### config.mk
export PLATFORM = sky130hd
export DESIGN_NAME = early_end_seq
export DESIGN_NICKNAME = d
export VERILOG_FILES = /design/src/rtl/eet_pkg.sv /design/src/rtl/eet_mask_dec.sv /design/src/rtl/eet_end_gate.sv /design/src/rtl/eet_useq.sv /design/src/rtl/early_end_seq.sv
export SDC_FILE = /design/constraint.sdc
export NUM_CORES = 1
export LEC_CHECK = 0
export BUFFER_PORTS_ARGS = -buffer_cell sky130_fd_sc_hd__buf_2
export CORE_AREA = 2 2 39 41
export DETAILED_ROUTE_END_ITERATION = 6
export DIE_AREA = 0 0 41 43
export GPL_ROUTABILITY_DRIVEN = 0
export PLACE_DENSITY = 0.65
export REMOVE_ABC_BUFFERS = 1
export SLEW_MARGIN = 20
export SYNTH_ARGS = -nofsm -noshare
export SYNTH_HDL_FRONTEND = slang
export SYNTH_SLANG_ARGS = --single-unit
### constraint.sdc
create_clock -name clk -period 2.4 [get_ports clk]
set_clock_uncertainty 0.1 [all_clocks]
set_input_delay 0.24 -clock clk [delete_from_list [all_inputs] [get_ports clk]]
set_output_delay 0.24 -clock clk [all_outputs]
set_load 0.005 [all_outputs]
### src/rtl/eet_pkg.sv
package eet_pkg;

    // Micro-sequencer states
    typedef enum logic [1:0] {
        SQ_IDLE    = 2'd0,
        SQ_RUN     = 2'd1,
        SQ_RESTART = 2'd2
    } sq_state_e;

endpackage

### src/rtl/eet_mask_dec.sv
module eet_mask_dec #(
    parameter int IR_W   = 10,
    parameter int CODE_W = 4
) (
    input  logic [CODE_W-1:0] code,
    output logic [IR_W-1:0]   mask
);

    localparam int CODE_MAX = IR_W;

    // Bit i is enabled when the tested bit is at or above i.
    // Codes past CODE_MAX are unused and enable nothing.
    for (genvar i = 0; i < IR_W; i++) begin : g_bit
        always_comb begin
            mask[i] = (int'(code) >= i + 1) && (int'(code) <= CODE_MAX);
        end
    end

endmodule

### src/rtl/eet_end_gate.sv
module eet_end_gate #(
    parameter int IR_W = 10
) (
    input  logic            end_n_in,
    input  logic [IR_W-1:0] mask,
    input  logic [IR_W-1:0] ir,
    output logic            end_n_out
);

    logic hit;

    always_comb begin
        hit       = |(mask & ir);
        end_n_out = end_n_in | hit;
    end

endmodule

### src/rtl/eet_useq.sv
module eet_useq
    import eet_pkg::*;
#(
    parameter int UPC_W = 6
) (
    input  logic             clk,
    input  logic             rst_n,
    input  logic             end_n,
    output logic [UPC_W-1:0] upc,
    output logic             restart
);

    sq_state_e        state_q, state_d;
    logic [UPC_W-1:0] upc_q, upc_d;

    // Next-state and next-PC logic
    always_comb begin
        state_d = state_q;
        upc_d   = upc_q;
        unique case (state_q)
            SQ_IDLE, SQ_RUN, SQ_RESTART: begin
                if (!end_n) begin
                    state_d = SQ_RESTART;
                    upc_d   = '0;
                end else begin
                    state_d = SQ_RUN;
                    upc_d   = upc_q + 1'b1;
                end
            end
            default: begin
                state_d = SQ_IDLE;
                upc_d   = '0;
            end
        endcase
    end

    // State register
    always_ff @(posedge clk or negedge rst_n) begin
        if (!rst_n) begin
            state_q <= SQ_IDLE;
            upc_q   <= '0;
        end else begin
            state_q <= state_d;
            upc_q   <= upc_d;
        end
    end

    // Outputs
    always_comb begin
        upc = upc_q;
        unique case (state_q)
            SQ_RESTART: restart = 1'b1;
            default:    restart = 1'b0;
        endcase
    end

endmodule

### src/rtl/early_end_seq.sv
module early_end_seq #(
    parameter int IR_W   = 10,
    parameter int CODE_W = 4,
    parameter int UPC_W  = 6
) (
    input  logic              clk,
    input  logic              rst_n,
    input  logic              end_n_in,
    input  logic [CODE_W-1:0] if_code,
    input  logic [IR_W-1:0]   ir,
    output logic              end_n_out,
    output logic [UPC_W-1:0]  upc,
    output logic              restart
);

    logic [IR_W-1:0] mask;

    eet_mask_dec #(.IR_W(IR_W), .CODE_W(CODE_W)) u_dec (
        .code (if_code),
        .mask (mask)
    );

    eet_end_gate #(.IR_W(IR_W)) u_gate (
        .end_n_in  (end_n_in),
        .mask      (mask),
        .ir        (ir),
        .end_n_out (end_n_out)
    );

    eet_useq #(.UPC_W(UPC_W)) u_seq (
        .clk     (clk),
        .rst_n   (rst_n),
        .end_n   (end_n_out),
        .upc     (upc),
        .restart (restart)
    );

endmodule

# Word level (Yosys, flattened, before mapping)
# Index checks and enable logic that the tools add are counted.
[classes]
n_addsub = 1
multipliers = 0
n_div = 0
order_cmp = 11
eq_ne = 2
shifts = 0
muxes = 5
bitwise_logic = 2
reduce_logical = 13
[ops]
columns = ["cell", "n"]
rows = [
  ["$ge A4 B3 Y1 const B", 4],
  ["$ge A4 B4 Y1 const B", 3],
  ["$mux W6", 2],
  ["$and A10 B10 Y10", 1],
  ["$logic_and A1 B1 Y1", 10],
  ["$reduce_or A10 Y1", 1],
  ["$ge A4 B2 Y1 const B", 2],
  ["$add A6 B1 Y6 const B", 1],
  ["$ge A4 B1 Y1 const B", 1],
  ["$le A4 B4 Y1 const B", 1],
  ["$mux W2", 2],
  ["$reduce_or A3 Y1", 1],
  ["$eq A2 B1 Y1 const B", 1],
  ["$eq A2 B2 Y1 const B", 1],
  ["$logic_not A2 Y1", 1],
  ["$mux W1", 1],
  ["$or A1 B1 Y1", 1],
]
[totals]
register_bits = 8
latch_bits = 0
ram_bits = 0
romBits = 0
input_bits = 17
output_inout_bits = 8
n_memories = 0

# Depth between registers and ports, before layout
# Gate-level depths: netlist of the first run.
[depth]
depth_word = 7
mapped_depth = 4

# Modules after synthesis
# A second synthesis of the first run with hierarchy kept.
[unflattened]
cells_unflattened = 56
area_unflattened_um2 = 513.0
[by_module_without_submodules]
columns = ["mod", "instances", "cells_per_inst", "area_per_inst_um2"]
rows = [
  ["eet_useq", 1, 28, 317.8],
  ["eet_mask_dec", 1, 22, 140.1],
  ["eet_end_gate", 1, 6, 55.1],
]

# Worst setup path before layout of the first run
# Ideal clock, no wire load.
[synth_path]
path_kind = "input to output"
start = "input port ir[0]"
end = "output port end_n_out"
arrival_time_ps = 1177
t_required_ps = 2060
slack_ps = 883
path_stages = 4
path_cell_list = "nor4_4 > nand4_2 > a221oi_4 > nand2_1"
[synth_between]
elab_chain_len = 3
[synth_rtl]
columns = ["item", "line", "rtl"]
rows = [
  ["from (decl)", "early_end_seq.sv:10", "input logic [IR_W-1:0] ir,"],
  ["$and A10 B10 Y10", "eet_end_gate.sv:13", "hit = |(mask & ir);"],
  ["$reduce_or A10 Y1", "eet_end_gate.sv:13", ""],
  ["$or A1 B1 Y1", "eet_end_gate.sv:14", "end_n_out = end_n_in | hit;"],
  ["to (decl)", "early_end_seq.sv:11", "output logic end_n_out,"],
]
# No other way between the ends.

# Worst setup path after layout of the first run
# Same ends and word-level chain as after synthesis.

==> results of run 1 <==
-- power groups by stage --
stage               combinational, mW  sequential [mW]  clock, mW
floorplan                      0.0718            0.197          0
global placement                0.141            0.194          0
detailed placement              0.142            0.196          0
CTS                             0.144            0.194      0.101
global route                    0.160            0.199      0.107
finish                          0.141            0.193     0.0969
-- worst reg2reg max path: cells and delay by family (launching register included) --
| family | cells | cell delay (ps) |
|---|---|---|
| AOI/OAI and AO/OA | 1 | 60 |
| xor gates and xnor gates | 1 | 150 |
| adders and majority gates | 1 | 230 |
| and+or+nand+nor | 1 | 100 |
| DFF | 1 | 400 |
-- Yosys cell counts (2+ instances only) --
cell	count	share of area
xnor2_1	2	0.034
dfrtp_1	8	0.39
o21ai_0	5	0.048
nor2_1	2	0.015
nor4_4	2	0.082
nand2_1	5	0.036
a21oi_1	4	0.039
xor2_1	2	0.034
inv_1	3	0.022
nand3_1	2	0.019
a211oi_1	6	0.087
-- per-stage QoR --
step	instances	hold slack [ps]	util	cell area, µm²
after floorplan	50	-156	-	513
after global placement	91	-12.7	0.477	661
after detailed placement	91	-12.2	0.477	661
after CTS	95	211	0.501	693
after global routing	95	216	0.501	693
final	95	214	0.501	693
-- area by class of cell --
cell class                 instances  area, µm²
fill                             147        691
multi-input combinational         39        302
sequential                         8        200
timing repair buffer              26        138
clock buffer                       3       22.5
tap                               16       20.0
inverter                           3       11.3
-- sequential cells by signal (all words and copies together) (netlist names) --
register,cells
u_seq.state_q,2
u_seq.upc,6
-- per-layer routing --
metal | part of all wire | global-route usage
met1 | 0.43 | 0.151
met2 | 0.47 | 0.216
met3 | 0.076 | 0.0419
met4 | 0.017 | 0.0800
met5 | 0 | 0
-- worst max path at each step --
stage	to	slack, ps	cells after the start	from
floorplan	end_n_out	880	4	ir[0]
global placement	end_n_out	560	6	ir[0]
detailed placement	end_n_out	520	6	ir[0]
CTS	end_n_out	520	6	ir[0]
global route	end_n_out	410	6	ir[0]
finish	end_n_out	540	6	ir[0]
-- logic make-up (layout without fill, tap and decap cells) --
kind of cell / Yosys count / after routing / share of synthesized area
XOR/XNOR: 4 / 4 / 0.0678
flip-flops: 8 / 8 / 0.387
adder cells (fa/ha/maj): 1 / 1 / 0.0242
AND/OR/NAND/NOR: 16 / 16 / 0.228
AO/OA/AOI/OAI: 18 / 18 / 0.264
buffers and inverters: 4 / 32 / 0.0290
==> flow_metrics.tcl, run 1 <==
set metrics [dict create \
    status "finished clean" \
    reg2reg_to "u_seq.upc[4]$_DFF_PN0_" \
    start_util 0.373 \
    grt_setup_unrepaired "false" \
    fin_crit_ps 1860 \
    die_y_um 43 \
    fmax_ghz 0.537 \
    tns_ps 0 \
    area_growth_syn_to_layout_pct 34.1 \
    htree_levels 1 \
    grt_first_pass_wirelength_mm 1.65 \
    cts_buffer_depth 2 \
    synth_edf_count 0 \
    io_pins 25 \
    cts_resized 0 \
    hold_path_class "input port to register" \
    ir_worst_vdd_uv 238 \
    p_sw_uw 136 \
    clkTransAtPathRegs_ps 50 \
    cp_slowest_cell "a221oi_4" \
    grt_pass1_vias 437 \
    maxSlewHeadroom 0.733 \
    mostFrequentLayoutCell "buf_2" \
    crit_top_cell "buf_2" \
    crit_arrival_ps 1520 \
    num_rows 14 \
    grt_max_degree 10 \
    p_comb_frac 0.327 \
    synth_cell_types 21 \
    cts_hold_buf 1 \
    clk_latency_ps 240 \
    r2r_slack_ps 1220 \
    p_int_uw 294 \
    finalHoldViolCount 0 \
    cap_violations 0 \
    post_cts_buffers 0 \
    crit_path_max_fanout 9 \
    cts-root-buf "clkbuf_4" \
    layout_common_cells "buf_2 (24), dfrtp_1 (8), a211oi_1 (6)" \
    core_area_um2 1380 \
    fin_nets 99 \
    finalPower_uw 431 \
    ys_seq_elements 8 \
    dpl.hpwl_um 873 \
    via_per_inst 5.09 \
    drtIter0Drc 11 \
    wirelength_mm 1.01 \
    pwr-share-clk 0.225 \
    cts_tree "built" \
    grt_usage 0.136 \
    io_buffers 24 \
    crit_type "input port to primary output" \
    cts_buffers 3 \
    r2r_start "u_seq.upc[0]$_DFF_PN0_" \
    synthArstFlopShare 1.00 \
    synthCells 51 \
    path_cells "buf_2 -> nor4_4 -> nand4_2 -> a221oi_4 -> nand2_1 -> buf_2" \
    power.density_nw_per_um2 621 \
    antenna_found_initial 0 \
    fp.dieArea_um2 1760 \
    startpoint_type "input port" \
    min_from "end_n_in" \
    cts.sinks 8 \
    ys.flop_type "dfrtp_1" \
    cp.required_ps 2060 \
    drive_gt1_frac 0.418 \
    dp_worst_setup_slack_ps 523 \
    max_stage_delay_ps 460 \
    die_w_um 41 \
    num_vias 484 \
    critPathTopFamily "simple AND/OR/NAND/NOR gates" \
    hold_path_end "u_seq.state_q[0]$_DFF_PN0_" \
    setup_slack_ps 537 \
    hold_depth 3 \
    drc 0 \
    leakage_nw 0.321 \
    path_buf_inv 2 \
    yosys_warnings 0 \
    worst_slew_pin_slew_ps 398 \
    power_frac_seq 0.448 \
    slew_viol_final 0 \
    ys_seq_area_frac 0.387 \
    synth_area_per_cell_um2 10.1 \
    power_switching_share 0.316 \
    routedWlPerCell_um 10.6 \
    syn_area_um2 517 \
    ant_nets 0 \
    grt_remaining_overflow 0 \
    antenna_cells 0 \
    period_share 0.776 \
    end_kind "primary output" \
    firstDrtPassIters 2 \
    r2r_cells 4 \
    finalSetupViolCount 0 \
]
Power figures use the tool's default switching activity.
==> run 2, diff against run 1 <==
--- a/config.mk
+++ b/config.mk
@@ -6,11 +6,10 @@
 export NUM_CORES = 1
 export LEC_CHECK = 0
 export BUFFER_PORTS_ARGS = -buffer_cell sky130_fd_sc_hd__buf_2
-export CORE_AREA = 2 2 39 41
+export CORE_UTILIZATION = 39
 export DETAILED_ROUTE_END_ITERATION = 6
-export DIE_AREA = 0 0 41 43
 export GPL_ROUTABILITY_DRIVEN = 0
-export PLACE_DENSITY = 0.65
+export PLACE_DENSITY = 0.68
 export REMOVE_ABC_BUFFERS = 1
 export SLEW_MARGIN = 20
 export SYNTH_ARGS = -nofsm -noshare
==> constraint.sdc (replaced) <==
create_clock -name clk -period 1.6 [get_ports clk]
set_clock_uncertainty 0.1 [all_clocks]
set_input_delay 0.16 -clock clk [delete_from_list [all_inputs] [get_ports clk]]
set_output_delay 0.16 -clock clk [all_outputs]
set_load 0.005 [all_outputs]
==> run 2 against run 1 <==
Global-route usage rose by 4.3 points. Via count rose by 0.41%. First-iteration DRC count fell by 45%. Combinational power rose by 50%. Clock power rose by 59%. Setup slack got worse by 430 ps. Worst hold slack got worse by 44 ps. Non-clock buffer count rose by 1. Clock-buffer cell count did not move. Die area fell by 16%. Utilization rose by 9.5 points.
==> flow_metrics.tcl, run 2 (synthesized netlist as in run 1, its figures left out) <==
set metrics [dict create \
    cts.sinks 8 \
    ir_worst_vdd_uv 624 \
    hold_path_class "input port to asynchronous set/reset pin" \
    io_buffers 24 \
    cts-root-buf "clkbuf_4" \
    drtIter0Drc 6 \
    area_growth_syn_to_layout_pct 35.1 \
    slew_viol_final 0 \
    status "finished clean" \
    grt_pass1_vias 445 \
    antenna_cells 0 \
    cap_violations 0 \
    grt_remaining_overflow 0 \
    grt_setup_unrepaired "false" \
    fin_crit_ps 1490 \
    finalSetupViolCount 0 \
    ant_nets 0 \
    leakage_nw 0.326 \
    maxSlewHeadroom 0.739 \
    cts_buffer_depth 2 \
    routedWlPerCell_um 11.0 \
    crit_type "input port to primary output" \
    tns_ps 0 \
    timing.hold.ws_ps 170 \
    dp.cells 90 \
    die_w_um 38.4 \
    largest_reg_flops 6 \
    post_cts_buffers 0 \
    end_kind "primary output" \
    start_util 0.441 \
    drive_gt1_frac 0.425 \
    antenna_found_initial 0 \
    fmax_ghz 0.669 \
    grt_first_pass_wirelength_mm 1.75 \
    period_share 0.934 \
    cts_tree "built" \
    io_pins 25 \
    cts_buffers 3 \
    drc 0 \
    grt_usage 0.180 \
    wirelength_mm 1.04 \
    fin_nets 100 \
    htree_levels 1 \
    fin_cells 94 \
    num_vias 486 \
    crit_arrival_ps 1230 \
    firstDrtPassIters 4 \
    layout_common_cells "buf_2 (24), dfrtp_1 (8), a211oi_1 (6)" \
    finalHoldViolCount 0 \
    cp.required_ps 1340 \
    worst_slew_pin_slew_ps 389 \
    startpoint_type "input port" \
    num_rows 12 \
    fp.dieArea_um2 1470 \
    via_per_inst 5.17 \
    power.density_nw_per_um2 947 \
    crit_path_max_fanout 4 \
    mostFrequentLayoutCell "buf_2" \
    die_y_um 38.4 \
    core_area_um2 1170 \
    clkTransAtPathRegs_ps 50 \
    clk_latency_ps 250 \
    grt_max_degree 9 \
]
==> run 2: what timing repair did <==
action,in CTS,in global routing
hold buffers,1,0
endpoints found under the hold margin,8,0
gates resized for setup,0,0
==> run 2: path summary, 6_finish.rpt <==
kind | from | slack [ps] | to | cells past startpoint
worst max-delay path | ir[0] | 110 | end_n_out | 6
worst max register to register | u_seq.upc[0]$_DFF_PN0_ | 370 | u_seq.upc[4]$_DFF_PN0_ | 4
worst min-delay path | rst_n | 170 | u_seq.upc[0]$_DFF_PN0_ | 2
worst min register to register | u_seq.upc[0]$_DFF_PN0_ | 410 | u_seq.upc[0]$_DFF_PN0_ | 1
max in group asynchronous | rst_n | 1060 | u_seq.upc[2]$_DFF_PN0_ | 2
min in group clk | end_n_in | 260 | u_seq.upc[1]$_DFF_PN0_ | 4
==> run 2: through the flow <==
step                      area [µm²]  power (mW)  worst slack (ps)  utilization
after global routing             698       0.715              24.9        0.596
after global placement           666       0.510              80.3        0.568
after detailed placement         666       0.511              67.7        0.568
after floorplan                  513       0.403               243            -
after CTS                        698       0.676               104        0.596
final                            698       0.661               105        0.596
==> run 2: cell type report <==
cell class	count	area, µm²
inverters	3	11.3
flip-flops and latches	8	200
fillers	108	473
clock buffers	3	22.5
well taps	14	17.5
repair buffers	27	145
multi-input cells	39	302
==> run 2: where the power goes <==
part           switching (mW)  internal, mW  total, mW
clock network          0.0678        0.0858      0.154
logic                   0.104         0.109      0.212
registers              0.0464         0.249      0.295
==> run 2: critical path: stages <==
cell      delay [ps]
buf_2            130
nor4_4           300
nand4_2          160
a221oi_4         290
nand2_1           70
buf_2            130
==> run 2: metal layers <==
metal,GRT usage,vias to the layer above,share of wire
met5,0,-,0
met4,0.0776,0,0.013
met3,0.0698,2,0.043
met2,0.288,14,0.50
met1,0.212,223,0.44
li1,-,247,-
==> run 3, diff against run 2 <==
--- a/config.mk
+++ b/config.mk
@@ -10,6 +10,7 @@
 export DETAILED_ROUTE_END_ITERATION = 6
 export GPL_ROUTABILITY_DRIVEN = 0
 export PLACE_DENSITY = 0.68
+export RECOVER_POWER = 50
 export REMOVE_ABC_BUFFERS = 1
 export SLEW_MARGIN = 20
 export SYNTH_ARGS = -nofsm -noshare
==> constraint.sdc (replaced) <==
create_clock -name clk -period 1.2 [get_ports clk]
set_clock_uncertainty 0.1 [all_clocks]
set_input_delay 0.12 -clock clk [delete_from_list [all_inputs] [get_ports clk]]
set_output_delay 0.12 -clock clk [all_outputs]
set_load 0.005 [all_outputs]
==> run 3 against run 2 <==
The flow now finishes with violations (negative setup slack). Worst hold slack improved by 52 ps. Register-to-register slack got worse by 390 ps. Sequential cell count unchanged. Final area increased by 17%. Clock-buffer cell count unchanged. Setup slack got worse by 290 ps.
==> flow_metrics.tcl, run 3 (synthesized netlist as in run 1, its figures left out) <==
set metrics [dict create \
    antenna_cells 0 \
    finalPower_uw 970 \
    drc 0 \
    dpl.hpwl_um 985 \
    grt_remaining_overflow 0 \
    firstDrtPassIters 4 \
    ant_nets 0 \
    wirelength_mm 1.31 \
    violations "negative setup slack" \
    power.density_nw_per_um2 1190 \
    startpoint_type "input port" \
    fmax_ghz 0.720 \
    cts_buffer_depth 2 \
    routedWlPerCell_um 12.9 \
    slew_viol_final 0 \
    leakage_nw 0.377 \
    core_area_um2 1170 \
    io_pins 25 \
    drtIter0Drc 12 \
    hold_path_class "input port to asynchronous set/reset pin" \
    htree_levels 1 \
    crit_arrival_ps 1170 \
    grt_first_pass_wirelength_mm 2.03 \
    largest_reg_flops 6 \
    grt_max_degree 9 \
    cts_tree "built" \
    die_w_um 38.4 \
    num_rows 12 \
    cp.required_ps 980 \
    mostFrequentLayoutCell "buf_2" \
    cts-root-buf "clkbuf_4" \
    finalSetupViolCount 9 \
    via_per_inst 5.17 \
    io_buffers 24 \
    cap_violations 0 \
    area_growth_syn_to_layout_pct 57.6 \
    num_vias 522 \
    cts_buffers 3 \
    cts.sinks 8 \
    grt_usage 0.213 \
    start_util 0.441 \
    finalHoldViolCount 0 \
    ir_worst_vdd_uv 755 \
    antenna_found_initial 0 \
    fin_nets 107 \
    end_kind "primary output" \
    fp.dieArea_um2 1470 \
    clkTransAtPathRegs_ps 60 \
    status "complete, but fails checks" \
    drive_gt1_frac 0.540 \
    fin_crit_ps 1390 \
    crit_type "input port to primary output" \
    grt_pass1_vias 476 \
    fin_util 0.696 \
    worst_slew_pin_slew_ps 435 \
    maxSlewHeadroom 0.710 \
    nFillCells 95 \
    die_y_um 38.4 \
    clk_latency_ps 250 \
    period_share 1.16 \
    crit_path_max_fanout 2 \
    grt_setup_unrepaired "true" \
    setup_slack_ps -188 \
    layout_common_cells "buf_2 (19), buf_4 (8), dfrtp_1 (8)" \
]
run 3: per-stage QoR:
stage,cells,instance area [µm²],TNS [ps],setup slack [ps],hold slack (ps)
after floorplan,50,513,-888,-114,-276
after global placement,96,711,-2350,-274,-133
after detailed placement,96,711,-2680,-314,-132
after CTS,101,800,-1150,-219,133
after global routing,101,815,-1310,-235,266
final,101,815,-942,-188,222
run 3: metal layers:
metal  track usage  vias to the layer above  wire length, µm
met2         0.377                       16              671
met1         0.246                      238              585
li1              -                      266                -
met5             0                        -                0
met4        0.0517                        0                8
met3        0.0698                        2               40
run 3: where the power goes:
part	switching, mW	leakage (nW)	total, mW	internal (mW)
Sequential	0.0587	0.103	0.391	0.332
Clock	0.0832	0.0138	0.197	0.114
Combinational	0.184	0.260	0.383	0.198
run 3: final timing paths:
path,start,endpoint,slack (ps),cells past startpoint
worst max-delay path,ir[3],end_n_out,-190,6
max in group asynchronous,rst_n,u_seq.upc[3]$_DFF_PN0_,470,2
worst min-delay path,rst_n,u_seq.upc[0]$_DFF_PN0_,220,2
worst min register to register,u_seq.upc[0]$_DFF_PN0_,u_seq.upc[0]$_DFF_PN0_,450,2
min in group clk,end_n_in,u_seq.state_q[0]$_DFF_PN0_,320,5
worst max register to register,u_seq.upc[1]$_DFF_PN0_,u_seq.upc[4]$_DFF_PN0_,-20,4
run 3: cell type report:
| class | count | area (µm²) | share of cell area |
|---|---|---|---|
| clock buffer | 3 | 22.5 | 0.0276 |
| inverter | 3 | 11.3 | 0.0138 |
| multi-input combinational | 39 | 334 | 0.410 |
| sequential | 8 | 200 | 0.246 |
| tap | 14 | 17.5 | 0.0215 |
| timing repair buffer | 34 | 229 | 0.281 |
run 3: critical path, cell delays in order:
cell,delay [ps]
buf_6,100
nor4_4,290
nand4_2,170
a221oi_4,290
nand2_1,70
buf_2,130
run 3: timing repair:
| item | 4_1_cts | 5_1_grt |
|---|---|---|
| resized for setup | 10 | 5 |
| endpoints found under the setup margin | 9 | 9 |
| pin swaps | 4 | 4 |
| hold buffers | 1 | 0 |
| hold endpoints to repair | 8 | 0 |
| buffers inserted | 1 | 1 |
